--- config.mk ---
export PLATFORM = sky130hd
export DESIGN_NAME = dma_prio_arb
export DESIGN_NICKNAME = d
export VERILOG_FILES = /design/src/rtl/dma_prio_arb_pkg.sv /design/src/rtl/dma_arb_select.sv /design/src/rtl/dma_arb_ctrl.sv /design/src/rtl/dma_prio_arb.sv
export SDC_FILE = /design/constraint.sdc
export NUM_CORES = 1
export LEC_CHECK = 0
export ABC_AREA = 1
export BUFFER_PORTS_ARGS = -buffer_cell sky130_fd_sc_hd__buf_4
export CAP_MARGIN = 10
export CORE_MARGIN = 2
export CORE_UTILIZATION = 40
export CTS_BUF_LIST = sky130_fd_sc_hd__clkbuf_2 sky130_fd_sc_hd__clkbuf_4 sky130_fd_sc_hd__clkbuf_8
export CTS_CLUSTER_SIZE = 10
export DETAILED_ROUTE_END_ITERATION = 12
export GPL_TIMING_DRIVEN = 0
export SLEW_MARGIN = 20
export SYNTH_ARGS = -nofsm -noshare
export SYNTH_HDL_FRONTEND = slang
export SYNTH_HIERARCHICAL = 1
export SYNTH_SLANG_ARGS = --single-unit
--- constraint.sdc ---
create_clock -name clk -period 3.4 [get_ports clk]
set_input_delay 0.17 -clock clk [delete_from_list [all_inputs] [get_ports clk]]
set_output_delay 0.17 -clock clk [all_outputs]
set_load 0.1 [all_outputs]
--- src/rtl/dma_prio_arb_pkg.sv ---
package dma_prio_arb_pkg;

  localparam int LEVEL_W = 2;

  typedef enum logic [LEVEL_W-1:0] {
    LVL_LOW  = 2'b00,
    LVL_MED  = 2'b01,
    LVL_HIGH = 2'b10,
    LVL_TOP  = 2'b11
  } levelT;

  typedef struct packed {
    logic loadGrant;
    logic dropGrant;
  } arbStrobeT;

endpackage

--- src/rtl/dma_arb_select.sv ---
module dma_arb_select
  import dma_prio_arb_pkg::*;
#(
  parameter int NUM_CH = 12
) (
  input  logic                      clk,
  input  logic                      rstN,
  input  arbStrobeT                 strobe,
  input  logic [NUM_CH-1:0]         reqVec,
  input  logic [LEVEL_W*NUM_CH-1:0] prioVec,
  output logic [NUM_CH-1:0]         grantQ
);

  levelT             levelArr [NUM_CH];
  levelT             topLevel;
  logic [NUM_CH-1:0] pick;
  logic              found;

  genvar g;
  generate
    for (g = 0; g < NUM_CH; g++) begin : g_slice
      assign levelArr[g] = levelT'(prioVec[LEVEL_W*g +: LEVEL_W]);
    end
  endgenerate

  // Stage one: highest level among the active requesters.
  always_comb begin
    topLevel = LVL_LOW;
    for (int i = 0; i < NUM_CH; i++) begin
      if (reqVec[i] && (levelArr[i] > topLevel)) topLevel = levelArr[i];
    end
  end

  // Stage two: lowest index at that level. The first group fills the low indices.
  always_comb begin
    pick  = '0;
    found = 1'b0;
    for (int i = 0; i < NUM_CH; i++) begin
      if (!found && reqVec[i] && (levelArr[i] == topLevel)) begin
        pick[i] = 1'b1;
        found   = 1'b1;
      end
    end
  end

  always_ff @(posedge clk or negedge rstN) begin
    if (!rstN) begin
      grantQ <= '0;
    end else if (strobe.dropGrant) begin
      grantQ <= '0;
    end else if (strobe.loadGrant) begin
      grantQ <= pick;
    end
  end

endmodule

--- src/rtl/dma_arb_ctrl.sv ---
module dma_arb_ctrl
  import dma_prio_arb_pkg::*;
(
  input  logic      clk,
  input  logic      rstN,
  input  logic      anyReq,
  input  logic      itemDone,
  output arbStrobeT strobe,
  output logic      busy
);

  logic busyQ;

  always_comb begin
    strobe.loadGrant = !busyQ && anyReq;
    strobe.dropGrant = busyQ && itemDone;
  end

  always_ff @(posedge clk or negedge rstN) begin
    if (!rstN) begin
      busyQ <= 1'b0;
    end else if (strobe.dropGrant) begin
      busyQ <= 1'b0;
    end else if (strobe.loadGrant) begin
      busyQ <= 1'b1;
    end
  end

  assign busy = busyQ;

endmodule

--- src/rtl/dma_prio_arb.sv ---
module dma_prio_arb
  import dma_prio_arb_pkg::*;
#(
  parameter int NUM_A = 7,
  parameter int NUM_B = 5,
  localparam int NUM_CH = NUM_A + NUM_B
) (
  input  logic                      clk,
  input  logic                      rstN,
  input  logic [NUM_CH-1:0]         reqVec,
  input  logic [LEVEL_W*NUM_CH-1:0] prioVec,
  input  logic                      itemDone,
  output logic [NUM_CH-1:0]         grant,
  output logic                      grantValid
);

  arbStrobeT strobe;

  dma_arb_ctrl u_ctrl (
    .clk      (clk),
    .rstN     (rstN),
    .anyReq   (|reqVec),
    .itemDone (itemDone),
    .strobe   (strobe),
    .busy     (grantValid)
  );

  dma_arb_select #(.NUM_CH(NUM_CH)) u_sel (
    .clk     (clk),
    .rstN    (rstN),
    .strobe  (strobe),
    .reqVec  (reqVec),
    .prioVec (prioVec),
    .grantQ  (grant)
  );

endmodule

======== Yosys cells after proc, flatten, opt, wreduce, memory -nomap -nowiden ========
Index checks and enable logic that the tools add are counted.
Widths: inputs -> output; s select.
word-level totals
  memories kept ........................... 0
  output and inout port bits .............. 13
  word-level logic and storage cells ...... 115
  input port bits ......................... 39
  register bits after elaboration ......... 13
  bits in latches ......................... 0
  memory bits (writable) .................. 0
  bits in read-only memories .............. 0
cells by class
  eq/ne operators ......................... 12
  shift-type cells ........................ 0
  order comparisons ....................... 12
  mux-type cells .......................... 38
  divide/modulo/power cells ............... 0
  $mul .................................... 0
  add/sub/neg operators ................... 0
  reductions and logical operators ........ 51
  bitwise operators ....................... 0
operators by type and width
  cell                number
  $logic_and 1x1->1   37
  $eq 2x2->1          12
  $mux 1              24
  $mux 12             2
  $mux 2              12
  $gt 2x2->1          11
  $logic_not 1->1     12
  $reduce_or 12->1    1
  $gt 2x1->1 const B  1
  $reduce_bool 2->1   1

======== Depth between registers and ports, before layout ========
Gate-level depths: netlist (run 1).
  word-level depth ........................ 85
  mapped depth ............................ 92
  mapped depth without buffers ............ 92

======== Cells and area by module ========
Netlist (run 1), hierarchy kept.
modules (own cells, without submodules)
  module          seq. area each (µm²)  area an instance (µm²)  cells an instance  times used
  dma_arb_select  300.3                 1979.4                  322                1
  dma_arb_ctrl    25.0                  50.0                    7                  1
  dma_prio_arb    0.0                   43.8                    11                 1

======== Least setup slack after synthesis (run 1) ========
Ideal clock, no wire load.
  path type ............................... input to register
  start point ............................. input port prioVec[0]
  end point ............................... register u_sel.grantQ[10]
  path slack .............................. -6.628 ns
  arrival time ............................ 9.960 ns
  setup time .............................. 0.068 ns
  path buffers ............................ 0
  cell stages on the path ................. 87
  data required time ...................... 3.332 ns
  cells stage by stage .................... inv_1 -> nand2_1 -> nand2_1 -> nor2_2 -> ha_1 -> a21oi_2 -> nand2_1 -> o21ai_1 -> ha_1 -> inv_1 -> nand2_1 -> a21boi_0 -> nand2_1 -> nand2_1 -> nand2_1 -> ha_1 -> o21ai_0 -> nand3_1 -> (+51 left out) -> nand2_4 -> ha_1 -> nand2_1 -> nand2_1 -> nor2_1 -> inv_1 -> or2_2 -> nand2_4 -> inv_4 -> nor2_1 -> nor2_1 -> nand3_2 -> nand2_4 -> nor2_4 -> nand3_2 -> nor2_4 -> nand4_1 -> nand2_1
on the way
  word-level cells in the longest chain between the ends .. 81
  elaborated cells on any way between the ends .. 91
  those cells by class .................... order compare: 12; eq/ne: 11; mux: 25; reduce/logical: 43
ends and longest elaborated chain
  item                            RTL line              text
  start: declaration              dma_prio_arb.sv:11    input logic [LEVEL_W*NUM_CH-1:0] prioVec,
  $gt 2x1->1                      dma_arb_select.sv:30  if (reqVec[i] && (levelArr[i] > topLevel)) topLevel = levelArr[i];
  $logic_and 1x1->1               dma_arb_select.sv:30
  $mux 2                          dma_arb_select.sv:30
  $gt 2x2->1                      dma_arb_select.sv:30
  $logic_and 1x1->1               dma_arb_select.sv:30
  $mux 2                          dma_arb_select.sv:30
  $gt 2x2->1                      dma_arb_select.sv:30
  $logic_and 1x1->1               dma_arb_select.sv:30
  (+64 left out)                  -
  $logic_and 1x1->1 (2 in a row)  dma_arb_select.sv:39  if (!found && reqVec[i] && (levelArr[i] == topLevel)) begin
  $mux 1                          dma_arb_select.sv:39
  $logic_not 1->1                 dma_arb_select.sv:39
  $logic_and 1x1->1               dma_arb_select.sv:39
  $logic_and 1x1->1 *             dma_arb_select.sv:39
  $mux 1 *                        dma_arb_select.sv:39
  $mux 12 *                       dma_arb_select.sv:51  end else if (strobe.loadGrant) begin
  $mux 12 *                       dma_arb_select.sv:49  end else if (strobe.dropGrant) begin
  end signal: assignment          dma_arb_select.sv:52  grantQ <= pick;
  end: declaration                dma_arb_select.sv:11  output logic [NUM_CH-1:0] grantQ
Mark *: on every way between the ends. The rest lies on a longest branch, timed or not. The select of a mux whose other input is x is not followed.
A chain may end at the register's enable or synchronous reset.

======== Final worst setup path (run 1) ========
  start point ............................. input port prioVec[1]
  end point ............................... register u_sel.grantQ[7]
on the way
  word-level cells in the longest chain between the ends .. 69
  elaborated cells on any way between the ends .. 76
  those cells by class .................... order compare: 12; eq/ne: 8; mux: 22; reduce/logical: 34
ends and longest elaborated chain
  item                            RTL line
  $gt 2x1->1                      dma_arb_select.sv:30
  $logic_and 1x1->1               dma_arb_select.sv:30
  $mux 2                          dma_arb_select.sv:30
  $gt 2x2->1                      dma_arb_select.sv:30
  $logic_and 1x1->1               dma_arb_select.sv:30
  $mux 2                          dma_arb_select.sv:30
  $gt 2x2->1                      dma_arb_select.sv:30
  $logic_and 1x1->1               dma_arb_select.sv:30
  (+52 left out)                  -
  $logic_and 1x1->1 (2 in a row)  dma_arb_select.sv:39
  $mux 1                          dma_arb_select.sv:39
  $logic_not 1->1                 dma_arb_select.sv:39
  $logic_and 1x1->1               dma_arb_select.sv:39
  $logic_and 1x1->1 *             dma_arb_select.sv:39
  $mux 1 *                        dma_arb_select.sv:39
  $mux 12 *                       dma_arb_select.sv:51
  $mux 12 *                       dma_arb_select.sv:49
Marks and branches as above.

==> summary.txt, run 1 <==
Placement
  • Final HPWL from detailed placement: 4640 um
  • Port bufs: 51
  • Placer Congestion: 0.824
  • Pre-CTS setup slack: -7140 ps

Cells and area
  • Area Growth Syn to Fin: 99.2%
  • Most frequent cells in the layout: buf_4, nand2_1, inv_1
  • Final design utilization: between 80% and 90%
  • Share of layout cells above drive strength 1: 59.6%
  • Final net count: ~560
  • Diodes inserted: 0
  • Most common cell after layout, fill and taps aside: buf_4
  • Fill count: ~310

Clock tree
  • Root buf cell: clkbuf_8
  • CTS Buffer Depth: 2
  • Htree depth: 1
  • CTS Buf Count: 3
  • CTS tree: built
  • Worst-skew pair later-pin latency: 240 ps
  • Clock-pin transition on the worst setup and hold timing paths: roughly 50 ps
  • Sink Count: 13

STA
  • Slew Viols, Final: 0
  • Slew @ Worst Pin: 503 ps
  • Final setup violating endpoints: 12
  • Min setup slack post-route: -7330 ps
  • Final Hold Fails: 0
  • Period utilization: 316%
  • Slew HR: 66.4%
  • Tmin final: between 10,000 and 15,000 ps
  • Setup tns final: -86,390 ps
  • Fin Clk Skew: 2.24 ps
  • RSZ-0062 raised after global routing: true
  • Fmax achieved: 0.0932 GHz

Drt
  • Final ANT Viol Nets: 0
  • WL final: 10,000 um
  • Vias: ~3,300
  • Via density per instance: between 5 and 6
  • Pre-Repair DR Iteration Count: 5
  • Residual DRC: 0
  • DRT iter0 DRCs: 242
  • WL per Instance: approximately 17 um

Hold path
  • Worst hold-check path type: input pin to flip-flop

Global route
  • Global route overflow: 0
  • Largest net degree at the start of global routing: 14
  • First-pass GRT wire length: 13,500 um
  • Total track usage: 28.4%
  • Initial antenna violation count: 0
  • Vias in the first global route: 3,042

Synthesis
  • Number of synthesized flops with an enable pin: 0
  • Ys flop type: dfrtp_1
  • Mapped Avg Cell Area: 6.10 um^2
  • Asr flop ratio synth: 100%
  • Flip-flop and latch count after synthesis: 13
  • Synthesized area: 2070 um^2
  • Library cells used by synthesis: 34
  • Post-synthesis sequential area ratio: between 15 and 20%
  • Syn Inst Count: 340
  • Synthesis Warnings: 6
  • Syn_nets: 393

Power
  • Sequential power share: 8.5%
  • Switching pwr: 0.962 mW
  • Net Sw Frac: 47.2%
  • Cell internal pwr: 1.08 mW
  • Gate power share: 84.6%
  • Clk pwr share: under 10%
  • Maximum vdd drop: roughly 0.30 mV
  • Pwr Density: 494 nW/um^2
  • Leakage: 2.11 nW

Die
  • Die area: around 5800 um^2
  • Initial Util: 41.1%
  • Core area: 5040 um^2
  • Ports: 52
  • Die W: 76.0 um
  • Row count: 26
  • Chip height: 76.0 um

Setup path
  • CP arrival: 10,860 ps
  • Startpoint Class: input pin
  • CP max FO: 4
  • CP dominant cell by count: nand2_2
  • Crit. End Element: flip-flop
  • Critical path's slowest cell: ha_1
  • CP required: about 3500 ps
  • CP Class: input pin to flip-flop
  • Delay of the slowest cell on the worst path: 310 ps

Status
  • Failing checks: setup timing
  • Status: finished with violations

Job
  • Max-cap violations: 0
state kept, by name, summed over array words and instances, names as in the netlist:
signal / flops
u_sel/grantQ: 12
u_ctrl/busy: 1
through the flow:
stage	power, mW	std cells	hold slack [ps]	instance area (um^2)
3_3_place_gp	0.989	461	18.4	2620
6_report	2.04	580	193	4130
2_1_floorplan	0.804	340	-126	2150
4_1_cts	1.64	571	185	3650
5_1_grt	2.14	580	219	4130
3_5_place_dp	0.995	461	16.4	2620
synth_stat cells (all sizes together), types with 2 or more instances:
cell type    n  share of area, %
clkbuf       2              0.36
ha          14               8.4
buf          2               1.1
nor3         2              0.97
o21ai       14               3.4
inv         48               8.8
nor2        41               9.4
nand2      109                22
a22o         2              0.85
dfrtp       13                16
a21oi       10               3.7
xor2         2              0.85
or2          2              0.60
nand3       64                18
nand4        6               1.8
cell type report:
type                    count  area (um^2)  area share (%)
well taps                  70         87.6            2.12
plain buffers               4         35.0           0.848
repair buffers            166         1360            32.9
inverters                  49          211            5.12
clock buffers               4         48.8            1.18
flip-flops and latches     13          325            7.88
multi-input cells         274         2060            49.9
routing by layer:
metal  track usage, %  wire, um  vias to the layer above
li1                 -         -                     1449
met1             33.4      3470                     1494
met2             50.1      4830                      235
met3             3.91       935                       89
met4             14.9       779                        0
met5                0         0                        -
critical path, delay by kind of cell:
| kind | cells | cell delay (ps) |
|---|---|---|
| fa+ha+maj | 11 | 2760 |
| compound gates | 10 | 1360 |
| buf+inv | 12 | 1090 |
| simple gates | 57 | 5440 |
worst paths after layout:
kind                                   from               end  slack [ps]  cells after the start
hold reg to reg            u_sel/grantQ[10]  u_sel/grantQ[10]         470                      2
max in group asynchronous              rstN   u_sel/grantQ[8]        2940                      2
min in group asynchronous              rstN   u_sel/grantQ[3]         300                      2
hold / removal                     itemDone       u_ctrl/busy         190                      4
setup / recovery                 prioVec[1]   u_sel/grantQ[7]       -7330                     90
setup reg to reg                u_ctrl/busy   u_sel/grantQ[5]        1760                      7
power groups by stage:
stage | clock network [mW] | logic, mW | registers, mW
6_report | 0.141 | 1.72 | 0.173
5_1_grt | 0.153 | 1.81 | 0.174
4_1_cts | 0.144 | 1.33 | 0.173
3_5_place_dp | 0 | 0.819 | 0.175
3_3_place_gp | 0 | 0.813 | 0.175
2_1_floorplan | 0 | 0.542 | 0.261
repair_timing:
item / 4_1_cts / 5_1_grt
pin swaps: 32 / 88
hold buffers: 1 / 0
cloned: 1 / 0
gates resized for setup: 38 / 86
endpoints found under the hold margin: 13 / 0
setup buffers: 105 / 14
endpoints found under the setup margin: 12 / 12
kinds of logic after synthesis:
kind of cell / after synthesis / share of synthesized area, %
adder cells (fa/ha/maj): 14 / 8.45
buffers and inverters: 53 / 10.4
XOR/XNOR: 2 / 0.845
AND/OR/NAND/NOR: 226 / 53.9
AO/OA/AOI/OAI: 32 / 10.7
flip-flops: 13 / 15.7
No activity file was read; power rests on OpenSTA's default activity.
==> run 2, diff against run 1 <==
--- a/config.mk
+++ b/config.mk
@@ -9,11 +9,12 @@
 export BUFFER_PORTS_ARGS = -buffer_cell sky130_fd_sc_hd__buf_4
 export CAP_MARGIN = 10
 export CORE_MARGIN = 2
-export CORE_UTILIZATION = 40
+export CORE_UTILIZATION = 54
 export CTS_BUF_LIST = sky130_fd_sc_hd__clkbuf_2 sky130_fd_sc_hd__clkbuf_4 sky130_fd_sc_hd__clkbuf_8
 export CTS_CLUSTER_SIZE = 10
 export DETAILED_ROUTE_END_ITERATION = 12
 export GPL_TIMING_DRIVEN = 0
+export PLACE_DENSITY = 0.81
 export SLEW_MARGIN = 20
 export SYNTH_ARGS = -nofsm -noshare
 export SYNTH_HDL_FRONTEND = slang
==> run 2 against run 1 <==
The flow now stops in global routing (5_1_grt). Area after synthesis did not move. Synthesized cell count did not move.
==> summary.txt, run 2 <==
Placement
  • Port bufs: 51 (unchanged)
  • Placer Congestion: 0.825 (+0.22%)
  • Pre-CTS setup slack: -7080 ps (+60.9 ps)
  • Final HPWL from detailed placement: 4470 um (-3.8%)

Die
  • Row count: 22 (-15%)
  • Ports: 52 (unchanged)
  • Initial Util: 56.2% (+15 points)
  • Die W: 66.0 um (-13%)
  • Chip height: 66.0 um (-13%)

Synthesis
  • Library cells used by synthesis: 34 (unchanged)
  • Post-synth top area share: 17.2% (unchanged)
  • Post-synthesis sequential area ratio: 15.7% (unchanged)
  • Mapped Avg Cell Area: 6.10 um^2 (unchanged)
  • Syn Inst Count: 340 (unchanged)
  • Syn_nets: 393 (unchanged)
  • Synthesis Warnings: 6 (unchanged)
  • Leading area contributor after synthesis: nand2_1
  • Commonest cells in the netlist: nand2_1, nand3_1, inv_1
  • Flip-flop and latch count after synthesis: 13 (unchanged)
  • Asr flop ratio synth: 100% (unchanged)
  • Most frequent cell after synthesis: nand2_1
  • Synthesized area: 2070 um^2 (unchanged)
  • Area contributors post-synth: nand2_1, dfrtp_1, nand3_1
  • Number of synthesized flops with an enable pin: 0 (unchanged)
  • Ys flop type: dfrtp_1

Clock tree
  • Root buf cell: clkbuf_8
  • CTS Buf Count: 3 (unchanged)
  • Htree depth: 1 (unchanged)
  • CTS Buffer Depth: 2 (unchanged)
  • Sink Count: 13 (unchanged)

STA
  • Worst-path endpoint after global-route repair_timing: u_sel/grantQ[11]$_DFFE_PN0P_/D
  • WEP type: sequential cell input

Status
  • Failed at: global routing (5_1_grt)
  • Error msg: [ERROR DPL-0038] Utilization greater than 100%, impossible to legalize
  • Status: aborted with a tool error

Global route
  • Largest net degree at the start of global routing: 14
## run 2: cell counts after synthesis
No cell type changed its count.
## run 2: per-stage QoR
step,cell area (um^2),cells
2_1_floorplan,2150,340
4_1_cts,3370,507
3_3_place_gp,2600,439
3_5_place_dp,2600,439
## run 2: kinds of logic after synthesis
family	after synthesis	synth area share (%)
adder cells (fa/ha/maj)	14	8.45
XOR/XNOR	2	0.845
AO/OA/AOI/OAI	32	10.7
buffers and inverters	53	10.4
flip-flops	13	15.7
AND/OR/NAND/NOR	226	53.9
## run 2: repair_timing
item                                   in CTS
pin swaps                                  66
hold buffers                                1
setup endpoints to repair                  12
endpoints found under the hold margin      13
buffers inserted                           64
gates resized for setup                    53
==> run 3, diff against run 2 <==
--- a/config.mk
+++ b/config.mk
@@ -9,12 +9,10 @@
 export BUFFER_PORTS_ARGS = -buffer_cell sky130_fd_sc_hd__buf_4
 export CAP_MARGIN = 10
 export CORE_MARGIN = 2
-export CORE_UTILIZATION = 54
-export CTS_BUF_LIST = sky130_fd_sc_hd__clkbuf_2 sky130_fd_sc_hd__clkbuf_4 sky130_fd_sc_hd__clkbuf_8
-export CTS_CLUSTER_SIZE = 10
+export CORE_UTILIZATION = 39
 export DETAILED_ROUTE_END_ITERATION = 12
 export GPL_TIMING_DRIVEN = 0
-export PLACE_DENSITY = 0.81
+export PLACE_DENSITY_LB_ADDON = 0.15
 export SLEW_MARGIN = 20
 export SYNTH_ARGS = -nofsm -noshare
 export SYNTH_HDL_FRONTEND = slang
==> run 3 against run 2 <==
The flow now finishes, with violations (setup timing).
==> summary.txt, run 3 (synthesis gave the netlist of run 1 again) <==
Drt
  • Residual DRC: 0
  • WL per Instance: 14.3 um
  • Pre-Repair DR Iteration Count: 4
  • Vias: 2,752
  • WL final: 7530 um
  • DRT iter0 DRCs: 106
  • Final ANT Viol Nets: 0
  • Via density per instance: around 5.2

Setup path
  • Reg2reg end: u_sel/grantQ[5]
  • R2R depth: 7
  • Delay of the slowest cell on the worst path: 310 ps
  • Startpoint Class: input pin
  • CP dominant cell by count: nand2_2
  • CP required: 3580 ps
  • CP arrival: 10,200 ps
  • Slack of the worst reg-to-reg path: 1790 ps
  • Critical path's slowest cell: ha_1
  • R2R Path Start: u_ctrl/busy
  • Crit. End Element: flip-flop
  • CP Class: input pin to flip-flop
  • CP max FO: 6

Placement
  • Port bufs: 51 (unchanged)
  • Final HPWL from detailed placement: 4530 um (+1.4%)
  • Pre-CTS setup slack: -7140 ps (-61.5 ps)
  • Placer Congestion: 0.803 (-2.7%)

Clock tree
  • Worst-skew pair later-pin latency: approximately 240 ps
  • Clock-pin transition on the worst setup and hold timing paths: 50 ps
  • Htree depth: 1 (unchanged)
  • CTS Buf Count: 3 (unchanged)
  • Sink Count: 13 (unchanged)
  • CTS tree: built
  • CTS Buffer Depth: 2 (unchanged)
  • Root buf cell: clkbuf_8

Global route
  • Initial antenna violation count: 0
  • Global route overflow: 0
  • First-pass GRT wire length: 11,100 um
  • Largest net degree at the start of global routing: 14
  • Vias in the first global route: 2,562
  • Total track usage: 23.0%

Hold path
  • Hold Startpoint: itemDone
  • Hold EP: u_ctrl/busy
  • Worst hold path cell count: 4
  • Worst hold-check path type: input pin to flip-flop

Power
  • Leakage: 1.85 nW
  • Pwr Density: 446 nW/um^2
  • Pwr Total: roughly 1.6 mW
  • Maximum vdd drop: roughly 0.23 mV

Cells and area
  • Diodes inserted: 0
  • Share of layout cells above drive strength 1: 53.8%
  • Largest reg by FF count: u_sel/grantQ
  • Area Growth Syn to Fin: 78.1%
  • Most frequent cells in the layout: buf_4, nand2_1, nand3_1
  • Most common cell after layout, fill and taps aside: buf_4
  • Final design utilization: around 72%
  • Max reg flops: 12
  • Final net count: 511

STA
  • Slew HR: about 74%
  • Final setup violating endpoints: 12
  • Fmax achieved: 0.0998 GHz
  • Fin Clk Skew: 0.182 ps
  • Period utilization: 295%
  • Final Hold Fails: 0
  • Min setup slack post-route: -6620 ps
  • Tmin final: 10,020 ps
  • Slew @ Worst Pin: 396 ps
  • Slew Viols, Final: 0
  • RSZ-0062 raised after global routing: true

Status
  • Failing checks: setup timing
  • Status: finished with violations

Die
  • Ports: 52 (unchanged)
  • Chip height: 76.9 um (+17%)
  • Row count: 26 (+18%)
  • Die W: 76.9 um (+17%)
  • Initial Util: 40.6% (-16 points)
  • Die area: 5920 um^2
  • Core area: just over 5000 um^2

Job
  • Max-cap violations: 0
run 3: per-stage QoR:
stage / setup TNS [ps] / std cells / area (um^2) / hold slack (ps)
floorplan: -70060 / 340 / 2150 / -126
global placement: -81750 / 461 / 2620 / 19.8
detailed placement: -83660 / 461 / 2620 / 16.2
CTS: -76520 / 519 / 3280 / 188
global route: -84770 / 527 / 3690 / 195
finish: -77570 / 527 / 3690 / 188
run 3: layout make-up:
class                   instances  area, um^2
fillers                       398        1420
well taps                      70        87.6
plain buffers                   4        37.5
clock buffers                   4        45.0
multi-input cells             274        2030
flip-flops and latches         13         325
repair buffers                113         947
inverters                      49         216
run 3: per-layer routing:
metal  wire (um)  up-vias  track usage [%]  share of wire [%]
met2        3970      113             41.8                 53
met4         353        0             10.2                4.7
met5           0        -                0                  0
met3         390       35             1.53                5.2
li1            -     1343                -                  -
met1        2820     1261             27.5                 37
run 3: power breakdown:
part	leakage, nW	internal [mW]	switching (mW)	total [mW]
clock network	0.0228	0.0824	0.0497	0.132
registers	0.177	0.167	0.00667	0.173
logic	1.65	0.588	0.752	1.34
total	1.85	0.837	0.808	1.65
run 3: how the worst max path moves through the flow:
stage / start / end / cells after the start
3_3_place_gp: prioVec[0] / u_sel/grantQ[11] / 86
2_1_floorplan: prioVec[0] / u_sel/grantQ[11] / 88
5_1_grt: prioVec[1] / u_sel/grantQ[11] / 89
3_5_place_dp: prioVec[0] / u_sel/grantQ[11] / 85
4_1_cts: prioVec[0] / u_sel/grantQ[11] / 87
6_report: prioVec[1] / u_sel/grantQ[11] / 89
run 3: worst max-delay path, delay by kind of cell:
kind                       cells  cell delay [ps]
AOI/OAI and AO/OA              9             1250
adders and majority gates     11             2690
buffers and inverters          9              650
and+or+nand+nor               60             5400
run 3: timing repair:
item / in CTS / in global routing
setup endpoints to repair: 12 / 12
hold buffers: 1 / 0
buffers inserted: 52 / 13
endpoints found under the hold margin: 13 / 0
pin swaps: 48 / 77
gates resized for setup: 41 / 73
cloned: 1 / 0
==> run 4, diff against run 3 <==
--- a/config.mk
+++ b/config.mk
@@ -5,7 +5,7 @@
 export SDC_FILE = /design/constraint.sdc
 export NUM_CORES = 1
 export LEC_CHECK = 0
-export ABC_AREA = 1
+export ABC_AREA = 0
 export BUFFER_PORTS_ARGS = -buffer_cell sky130_fd_sc_hd__buf_4
 export CAP_MARGIN = 10
 export CORE_MARGIN = 2
==> run 4 against run 3 <==
Die area rose by 28%. First-iteration DRC count rose to 3.0 times the previous value. Design area rose by 17%. Via count rose by 30%. The run still ends with setup timing left. Cell count rose by 8.3%. Wire length rose by 40%. Critical path type unchanged. Largest power group unchanged. Largest cell class unchanged.
==> summary.txt, run 4 <==
Status
  • Status: finished with violations
  • Failing checks: setup timing

Cells and area
  • Post-route cell area: 4320 um^2 (+17%)
  • Non-filler cells, final: 571 (+8.3%)
  • Max reg flops: 12 (unchanged)
  • Diodes inserted: 0 (unchanged)
  • Most frequent cells in the layout: buf_4, nand2_1, nor2_1
  • Share of layout cells above drive strength 1: 47.5% (-6.4 points)
  • Final net count: 545 (+6.7%)
  • Final design utilization: 64.3% (-8.0 points)
  • Fill count: 576 (+45%)
  • Largest reg by FF count: u_sel/grantQ
  • Area Growth Syn to Fin: 60.6%
  • Most common cell after layout, fill and taps aside: buf_4

Die
  • Die area: 7580 um^2 (+28%)
  • Row count: 30 (+15%)
  • Initial Util: 40.0% (-0.56 points)
  • Ports: 52 (unchanged)
  • Die W: 87.1 um (+13%)
  • Core area: 6720 um^2 (+32%)
  • Chip height: 87.1 um (+13%)

STA
  • Worst hold margin: 203 ps (+15.3 ps)
  • Slew Viols, Final: 0 (unchanged)
  • Tmin final: 13,220 ps (+3200 ps)
  • Period utilization: 389% (+94 points)
  • Final setup violating endpoints: 12 (unchanged)
  • RSZ-0062 raised after global routing: true
  • Final Hold Fails: 0 (unchanged)
  • Setup tns final: -115,400 ps (-37,830 ps)
  • Min setup slack post-route: -9820 ps (-3200 ps)
  • Slew @ Worst Pin: 846 ps (+449 ps)
  • Fmax achieved: 0.0756 GHz (-24%)
  • Slew HR: 43.5% (-30 points)
  • Fin Clk Skew: 7.91 ps (+7.73 ps)

Synthesis
  • Post-synthesis sequential area ratio: 12.1% (-3.6 points)
  • Mapped Avg Cell Area: 7.23 um^2 (+19%)
  • Ys flop type: dfrtp_1
  • Synthesized area: 2690 um^2 (+30%)
  • Post-synth top area share: 12.1% (-5.1 points)
  • Asr flop ratio synth: 100% (unchanged)
  • Flip-flop and latch count after synthesis: 13 (unchanged)
  • Most frequent cell after synthesis: nand2_1
  • Syn_nets: 425 (+8.1%)
  • Synthesis Warnings: 6 (unchanged)
  • Area contributors post-synth: dfrtp_1, ha_1, nand2_1
  • Leading area contributor after synthesis: dfrtp_1
  • Syn Inst Count: 372 (+9.4%)
  • Number of synthesized flops with an enable pin: 0 (unchanged)
  • Commonest cells in the netlist: nand2_1, nor2_1, nand3_1
  • Library cells used by synthesis: 85 (+150%)

Setup path
  • CP dominant cell by count: ha_4
  • CP Class: input pin to flip-flop
  • CP arrival: 13,380 ps (+3180 ps)
  • Critical path's slowest cell: or4_4
  • Slack of the worst reg-to-reg path: 1010 ps (-780 ps)
  • CP max FO: 4 (-2)
  • R2R Path Start: u_ctrl/busy
  • Startpoint Class: input pin
  • Reg2reg end: u_sel/grantQ[4]
  • Crit. End Element: flip-flop
  • R2R depth: 5 (-2)
  • Delay of the slowest cell on the worst path: 510 ps (+200 ps)
  • Worst setup path endpoint: u_sel/grantQ[8]
  • CP required: 3560 ps (-20 ps)
  • CP startpoint: prioVec[1]

Global route
  • First-pass GRT wire length: 16,400 um (+48%)
  • Largest net degree at the start of global routing: 14 (unchanged)
  • Vias in the first global route: 3,267 (+28%)
  • Total track usage: 27.2% (+4.2 points)
  • Global route overflow: 0 (unchanged)
  • Initial antenna violation count: 0 (unchanged)

Clock tree
  • Sink Count: 13 (unchanged)
  • Worst-skew pair later-pin latency: 260 ps (+20 ps)
  • Clock-pin transition on the worst setup and hold timing paths: 60 ps (about the same)
  • Root buf cell: clkbuf_8
  • Htree depth: 1 (unchanged)
  • CTS Buffer Depth: 2 (unchanged)
  • CTS tree: built
  • CTS Buf Count: 3 (unchanged)

Drt
  • Residual DRC: 0 (unchanged)
  • DRT iter0 DRCs: 320 (+200%)
  • WL per Instance: 18.5 um (+29%)
  • Pre-Repair DR Iteration Count: 7 (+3)
  • WL final: 10,500 um (+40%)
  • Via density per instance: 6.25 (+20%)
  • Vias: 3,566 (+30%)
  • Final ANT Viol Nets: 0 (unchanged)

Hold path
  • Worst hold-check path type: input pin to flip-flop

Placement
  • Placement Cell Area: 3320 um^2 (+27%)
  • DP Cell Count: 498 (+8.0%)
  • Final HPWL from detailed placement: 7350 um (+62%)
  • Placer Congestion: 0.970 (+21%)
  • Port bufs: 46 (-9.8%)

Power
  • Maximum vdd drop: 0.272 mV (+19%)
  • Pwr Density: 446 nW/um^2 (about the same)
  • Leakage: 1.87 nW (+1.1%)

Job
  • Max-cap violations: 0 (unchanged)
## run 4: logic make-up after synthesis
family	Yosys count	synth area share, %
AND/OR/NAND/NOR	182	35.2
AO/OA/AOI/OAI	106	32.0
buffers and inverters	33	5.72
XOR/XNOR	15	4.88
adder cells (fa/ha/maj)	15	6.88
flip-flops	13	12.1
multiplexers	8	3.21
## run 4: repair_timing
action | in CTS | in global routing
resized for setup | 48 | 38
pin swaps | 53 | 67
endpoints found under the setup margin | 12 | 12
endpoints found under the hold margin | 13 | 0
hold buffers | 1 | 0
setup buffers | 49 | 20
## run 4: how the worst min path moves through the flow
stage,start,to,cells past startpoint
after floorplan,rstN,u_ctrl/busy,0
after global placement,rstN,u_sel/grantQ[9],1
after detailed placement,rstN,u_sel/grantQ[8],1
after CTS,reqVec[10],u_sel/grantQ[10],3
after global routing,reqVec[10],u_sel/grantQ[10],3
final,reqVec[10],u_sel/grantQ[10],3
## run 4: routing by layer
layer | wire length, um | part of all wire, % | track usage, % | up-vias
met5 | 0 | 0 | 0 | -
met4 | 346 | 3.3 | 8.66 | 0
met1 | 4590 | 44 | 36.6 | 1711
met2 | 5000 | 47 | 44.8 | 155
met3 | 606 | 5.7 | 3.60 | 30
li1 | - | - | - | 1670
## run 4: power breakdown
part | internal, mW | switching, mW
logic | 0.727 | 0.868
clock network | 0.0832 | 0.0653
registers | 0.170 | 0.0105
total | 0.981 | 0.944
## run 4: per-stage QoR
stage,power [mW],setup WS (ps)
finish,1.92,-9820
global route,2.03,-10490
CTS,1.72,-9780
detailed placement,1.27,-11530
global placement,1.26,-11360
floorplan,1.01,-9780
## run 4: cell type report
class                      instances  area (um^2)  area share [%]
buffer                            15          118            2.72
clock buffer                       4         45.0            1.04
inverter                          18         75.1            1.74
multi-input combinational        326         2740            63.4
sequential                        13          325            7.53
tap                               80          100            2.32
timing repair buffer             115          916            21.2
## run 4: critical path: cells and delay by family
family	cells	cell delay, ps
simple gates	31	4530
compound gates	28	4980
mux	2	460
buf+inv	4	410
fa+ha+maj	11	2780
